### src/rtl/tmr_pkg.sv
package tmr_pkg;
    localparam int CNT_W  = 16;
    localparam int SEL_W  = 3;
    localparam int PRE_W  = (1 << SEL_W) - 1;
    localparam int ADDR_W = 2;
    localparam int DATA_W = 16;

    localparam int IE_BIT   = 7;
    localparam int CLR_BIT  = 3;
    localparam int FLAG_BIT = 7;

    localparam logic [ADDR_W-1:0] A_CTRL = 2'd0;
    localparam logic [ADDR_W-1:0] A_FLAG = 2'd1;
    localparam logic [ADDR_W-1:0] A_CMP  = 2'd2;
    localparam logic [ADDR_W-1:0] A_CNT  = 2'd3;

    typedef struct packed {
        logic             ovf_ie;
        logic             clr_en;
        logic [SEL_W-1:0] sel;
    } ctrl_t;
endpackage

### src/rtl/tmr_prescaler.sv
module tmr_prescaler
    import tmr_pkg::*;
(
    input  logic             clk,
    input  logic             rst_n,
    input  logic [SEL_W-1:0] sel,
    input  logic             restart,
    output logic             tick
);
    typedef struct packed {
        logic [PRE_W-1:0] pre;
    } pre_st_t;

    pre_st_t st_d, st_q;
    logic [PRE_W-1:0] mask;

    always_comb begin
        mask = ~({PRE_W{1'b1}} << sel);
        tick = (st_q.pre == mask);
        st_d = st_q;
        if (restart || tick) begin
            st_d.pre = '0;
        end else begin
            st_d.pre = st_q.pre + 1'b1;
        end
    end

    always_ff @(posedge clk or negedge rst_n) begin
        if (!rst_n) st_q <= '0;
        else        st_q <= st_d;
    end
endmodule

### src/rtl/tmr_counter.sv
module tmr_counter
    import tmr_pkg::*;
(
    input  logic             clk,
    input  logic             rst_n,
    input  logic             tick,
    input  logic             clr_en,
    input  logic [CNT_W-1:0] cmp,
    output logic [CNT_W-1:0] cnt,
    output logic             match,
    output logic             wrap
);
    typedef struct packed {
        logic [CNT_W-1:0] cnt;
    } cnt_st_t;

    localparam logic [CNT_W-1:0] CNT_MAX = '1;

    cnt_st_t st_d, st_q;

    always_comb begin
        match = clr_en && (st_q.cnt == cmp);
        wrap  = tick && !match && (st_q.cnt == CNT_MAX);
        st_d  = st_q;
        if (match) begin
            st_d.cnt = '0;
        end else if (tick) begin
            st_d.cnt = st_q.cnt + 1'b1;
        end
    end

    always_ff @(posedge clk or negedge rst_n) begin
        if (!rst_n) st_q <= '0;
        else        st_q <= st_d;
    end

    assign cnt = st_q.cnt;
endmodule

### src/rtl/tmr_regs.sv
module tmr_regs
    import tmr_pkg::*;
(
    input  logic              clk,
    input  logic              rst_n,
    input  logic              we,
    input  logic [ADDR_W-1:0] addr,
    input  logic [DATA_W-1:0] wdata,
    input  logic              set_flag,
    input  logic [CNT_W-1:0]  cnt,
    output ctrl_t             ctrl,
    output logic [CNT_W-1:0]  cmp,
    output logic              flag,
    output logic              sel_chg,
    output logic [DATA_W-1:0] rdata
);
    typedef struct packed {
        ctrl_t            ctrl;
        logic [CNT_W-1:0] cmp;
        logic             flag;
    } reg_st_t;

    reg_st_t st_d, st_q;

    always_comb begin
        st_d    = st_q;
        sel_chg = 1'b0;
        if (we) begin
            case (addr)
                A_CTRL: begin
                    st_d.ctrl.ovf_ie = wdata[IE_BIT];
                    st_d.ctrl.clr_en = wdata[CLR_BIT];
                    st_d.ctrl.sel    = wdata[SEL_W-1:0];
                    sel_chg          = (wdata[SEL_W-1:0] != st_q.ctrl.sel);
                end
                A_FLAG: begin
                    if (wdata[FLAG_BIT]) st_d.flag = 1'b0;
                end
                A_CMP:   st_d.cmp = wdata[CNT_W-1:0];
                default: ;
            endcase
        end
        if (set_flag) st_d.flag = 1'b1;
    end

    always_comb begin
        rdata = '0;
        case (addr)
            A_CTRL: begin
                rdata[IE_BIT]      = st_q.ctrl.ovf_ie;
                rdata[CLR_BIT]     = st_q.ctrl.clr_en;
                rdata[SEL_W-1:0]   = st_q.ctrl.sel;
            end
            A_FLAG:  rdata[FLAG_BIT] = st_q.flag;
            A_CMP:   rdata = DATA_W'(st_q.cmp);
            default: rdata = DATA_W'(cnt);
        endcase
    end

    always_ff @(posedge clk or negedge rst_n) begin
        if (!rst_n) st_q <= '0;
        else        st_q <= st_d;
    end

    assign ctrl = st_q.ctrl;
    assign cmp  = st_q.cmp;
    assign flag = st_q.flag;
endmodule

### src/rtl/modtmr_top.sv
module modtmr_top
    import tmr_pkg::*;
(
    input  logic              clk,
    input  logic              rst_n,
    input  logic              reg_we,
    input  logic [ADDR_W-1:0] reg_addr,
    input  logic [DATA_W-1:0] reg_wdata,
    output logic [DATA_W-1:0] reg_rdata,
    output logic              irq_o
);
    ctrl_t            ctrl_s;
    logic [CNT_W-1:0] cmp_s;
    logic [CNT_W-1:0] cnt_s;
    logic             flag_s;
    logic             sel_chg_s;
    logic             tick_s;
    logic             match_s;
    logic             wrap_s;

    tmr_regs u_regs (
        .clk      (clk),
        .rst_n    (rst_n),
        .we       (reg_we),
        .addr     (reg_addr),
        .wdata    (reg_wdata),
        .set_flag (wrap_s),
        .cnt      (cnt_s),
        .ctrl     (ctrl_s),
        .cmp      (cmp_s),
        .flag     (flag_s),
        .sel_chg  (sel_chg_s),
        .rdata    (reg_rdata)
    );

    tmr_prescaler u_pre (
        .clk     (clk),
        .rst_n   (rst_n),
        .sel     (ctrl_s.sel),
        .restart (sel_chg_s | match_s),
        .tick    (tick_s)
    );

    tmr_counter u_cnt (
        .clk    (clk),
        .rst_n  (rst_n),
        .tick   (tick_s),
        .clr_en (ctrl_s.clr_en),
        .cmp    (cmp_s),
        .cnt    (cnt_s),
        .match  (match_s),
        .wrap   (wrap_s)
    );

    assign irq_o = flag_s & ctrl_s.ovf_ie;
endmodule

### config.mk
export PLATFORM = sky130hd
export DESIGN_NAME = modtmr_top
export DESIGN_NICKNAME = d
export VERILOG_FILES = /design/src/rtl/tmr_pkg.sv /design/src/rtl/tmr_prescaler.sv /design/src/rtl/tmr_counter.sv /design/src/rtl/tmr_regs.sv /design/src/rtl/modtmr_top.sv
export SDC_FILE = /design/constraint.sdc
export NUM_CORES = 1
export LEC_CHECK = 0
export BUFFER_PORTS_ARGS = -buffer_cell sky130_fd_sc_hd__buf_4
export CAP_MARGIN = 10
export CORE_MARGIN = 1.5
export CORE_UTILIZATION = 31
export DETAILED_ROUTE_END_ITERATION = 8
export PLACE_DENSITY = 0.55
export SLEW_MARGIN = 20
export SYNTH_ARGS = -nofsm -noshare
export SYNTH_HDL_FRONTEND = slang
export SYNTH_SLANG_ARGS = --single-unit
### constraint.sdc
create_clock -name clk -period 6.2 [get_ports clk]
set_input_delay 0.31 -clock clk [delete_from_list [all_inputs] [get_ports clk]]
set_output_delay 0.31 -clock clk [all_outputs]
set_load 0.02 [all_outputs]
==> impl_metrics.py <==
metrics = {
    "outcome": {
        "status": "completed",
    },
    "cells_and_area": {
        "layout_commonest_cell": "dfrtp_1",
        "fin_util_pct": 36.7,
        "n_antenna_cell": 0,
        "design_area_mm2": 0.00317,
        "layout.cells.non_filler": 403,
        "layout-drive-gt1-share_pct": 26.4,
        "syn_to_final_growth_pct": 15.3,
        "final_cell_mix": "dfrtp_1, buf_4, mux2_2",
        "nNetsFinal": 317,
    },
    "timing": {
        "skew_ps": 11.8,
        "final.min_clock_period_ps": 2580,
        "max_freq_mhz": 388,
        "timing.final.crit_share_pct": 41.6,
        "holdWs_ps": 7.11,
        "max-slew-margin-rel_pct": 36.4,
        "slew_violations": 0,
        "setup_violations": 0,
        "hold_viol_final": 0,
        "rsz0062_at_grt": "no",
        "fin_tns_setup_ps": 0,
        "worst-slew-pin-transition_ps": 953,
    },
    "detailed_routing": {
        "route.detailed.drc": 0,
        "drt_iter0_markers": 95,
        "finalWirelength_um": 6280,
        "vias": 2167,
        "wire_per_inst_um": 15.6,
        "ant_nets": 0,
        "viasPerCell": 5.38,
        "dr.pass1.iters": 4,
    },
    "cts": {
        "cts_buffer_depth": 2,
        "postCtsSetupRepairBufs": 0,
        "hold_buffers": 0,
        "cts_resized": 0,
        "numCtsBuffers": 5,
        "cts_tree": "done",
        "clock-root-buffer": "clkbuf_8",
        "h-tree-depth": 2,
        "path_clk_slew_ps": 90,
        "clk_latency_ps": 300,
        "cts.sinks": 45,
    },
    "global_routing": {
        "overflow": 0,
        "grt.total_usage_pct": 14.0,
        "grt_pass1_vias": 2125,
        "grt_pass1_wl_um": 10800,
        "grt_max_degree": 46,
        "antenna_found_initial": 0,
    },
    "worst_setup_path": {
        "crit_required_ps": 6420,
        "cp_max_fo": 31,
        "endpoint_kind": "flop",
        "start_kind": "flop",
        "crit_type": "reg2reg",
        "cp.arrival_ps": 2800,
    },
    "synth": {
        "synth_area_per_cell_um2": 10.3,
        "synth_nets": 290,
        "synth.distinct_cells": 42,
        "yosysSeqAreaShare_pct": 41.0,
        "netlist_area_mm2": 0.00275,
        "synth_seq_cells": 45,
        "ys_warn_count": 0,
        "netlist_instances": 267,
    },
    "power_and_ir_drop": {
        "p_per_area_mw_per_mm2": 274,
        "max-vdd-ir-drop_uv": 82.5,
        "p_leak_nw": 1.27,
    },
    "floorplan": {
        "num_io_pins": 38,
        "rows": 34,
        "dieArea_mm2": 0.00944,
        "start_util_pct": 31.8,
        "core_area_mm2": 0.00864,
        "die_h_um": 97.2,
        "dieWidth_um": 97.2,
    },
    "place": {
        "placed_cells": 395,
        "postPlaceCellArea_mm2": 0.00309,
        "hpwl_um": 4480,
        "gp_congestion": 0.741,
        "port_buffers": 37,
    },
    "run": {
        "drv_cap": 0,
    },
    "min_path": {
        "hold_path.class": "in2async",
    },
}
==> kinds of logic (layout without fill, tap and decap cells) <==
group	after synthesis	after routing	synth area share (%)
AND/OR/NAND/NOR	91	91	19.8
flip-flops	45	45	41.0
AO/OA/AOI/OAI	44	44	10.9
multiplexers	37	37	15.1
XOR/XNOR	27	27	8.60
buffers and inverters	21	49	3.73
adder cells (fa/ha/maj)	2	2	0.910
==> sequential cells by signal, summed over array words and instances (netlist names) <==
register     cells
u_cnt.cnt       16
u_regs.cmp      16
u_regs.flag      1
u_regs.ctrl      5
u_pre.st_q       7
==> cell type report <==
class                   instances  area (um2)
multi-input cells             201        1530
repair buffers                 39         293
clock inverters                 2        10.0
well taps                     108         135
clock buffers                   6        72.6
inverters                       2        7.51
fillers                       871        5470
flip-flops and latches         45        1130
==> routing by layer <==
layer	track usage, %	wire length [um]
met4	4.01	77
met3	2.88	238
met2	23.0	2980
met5	0	0
met1	18.8	2990
==> worst max-delay path: stages (launching register included) <==
cell     delay, ps
dfrtp_1        590
nor2_2          60
or4b_4         490
a32o_1         560
or4_1          610
a21oi_1        180
==> per-stage QoR <==
stage | total power, W | worst slack (ps)
2_1_floorplan | 0.000622 | 4130
3_3_place_gp | 0.000692 | 3700
3_5_place_dp | 0.000699 | 3670
4_1_cts | 0.000879 | 3630
5_1_grt | 0.000932 | 3480
6_report | 0.000867 | 3620
==> worst paths after layout <==
kind | depth (start not counted) | startpoint | end | slack, ps
setup / recovery | 5 | u_regs.ctrl[1] | u_cnt.cnt[3] | 3620
hold / removal | 1 | rst_n | u_regs.ctrl[2] | 7
setup reg to reg | 5 | u_regs.ctrl[1] | u_cnt.cnt[3] | 3620
hold reg to reg | 2 | u_regs.flag | u_regs.flag | 500
max in group asynchronous | 1 | rst_n | u_regs.cmp[8] | 5800
min in group clk | 2 | reg_wdata[6] | u_regs.cmp[6] | 240
==> synthesized netlist by cell type, drive strengths merged <==
master   instances  share of area, %
a2111oi          1              0.55
a21oi           17               3.1
a22o             4               1.3
a32o             1              0.36
a32oi            1              0.32
and2             3              0.68
and3             3              0.68
and4             1              0.32
buf              7               1.8
clkbuf          12               1.6
dfrtp           45                41
ha               2              0.91
inv              2              0.27
mux2            25                10
mux2i           11               4.0
mux4             1              0.82
nand2            9               1.2
nand3           14               2.5
nand3b           2              0.55
nand4            9               2.0
nand4b           2              0.64
nor2            10               1.5
nor2b           11               2.5
nor3b            1              0.27
nor4             8               1.8
nor4b            1              0.32
o2111ai          1              0.32
o21ai            3              0.55
o31a             1              0.32
o31ai           14               3.8
o41ai            1              0.32
or2              2              0.46
or3              1              0.23
or4             13               3.6
or4b             1              0.50
xnor2           15               4.8
xor2            12               3.8
==> where the power goes <==
group	switching [W]	internal (W)	leakage, nW
sequential	0.0000732	0.000343	0.574
clock	0.0000981	0.0000783	0.0450
combinational	0.000143	0.000132	0.650
No activity file was read; power rests on OpenSTA's default activity.
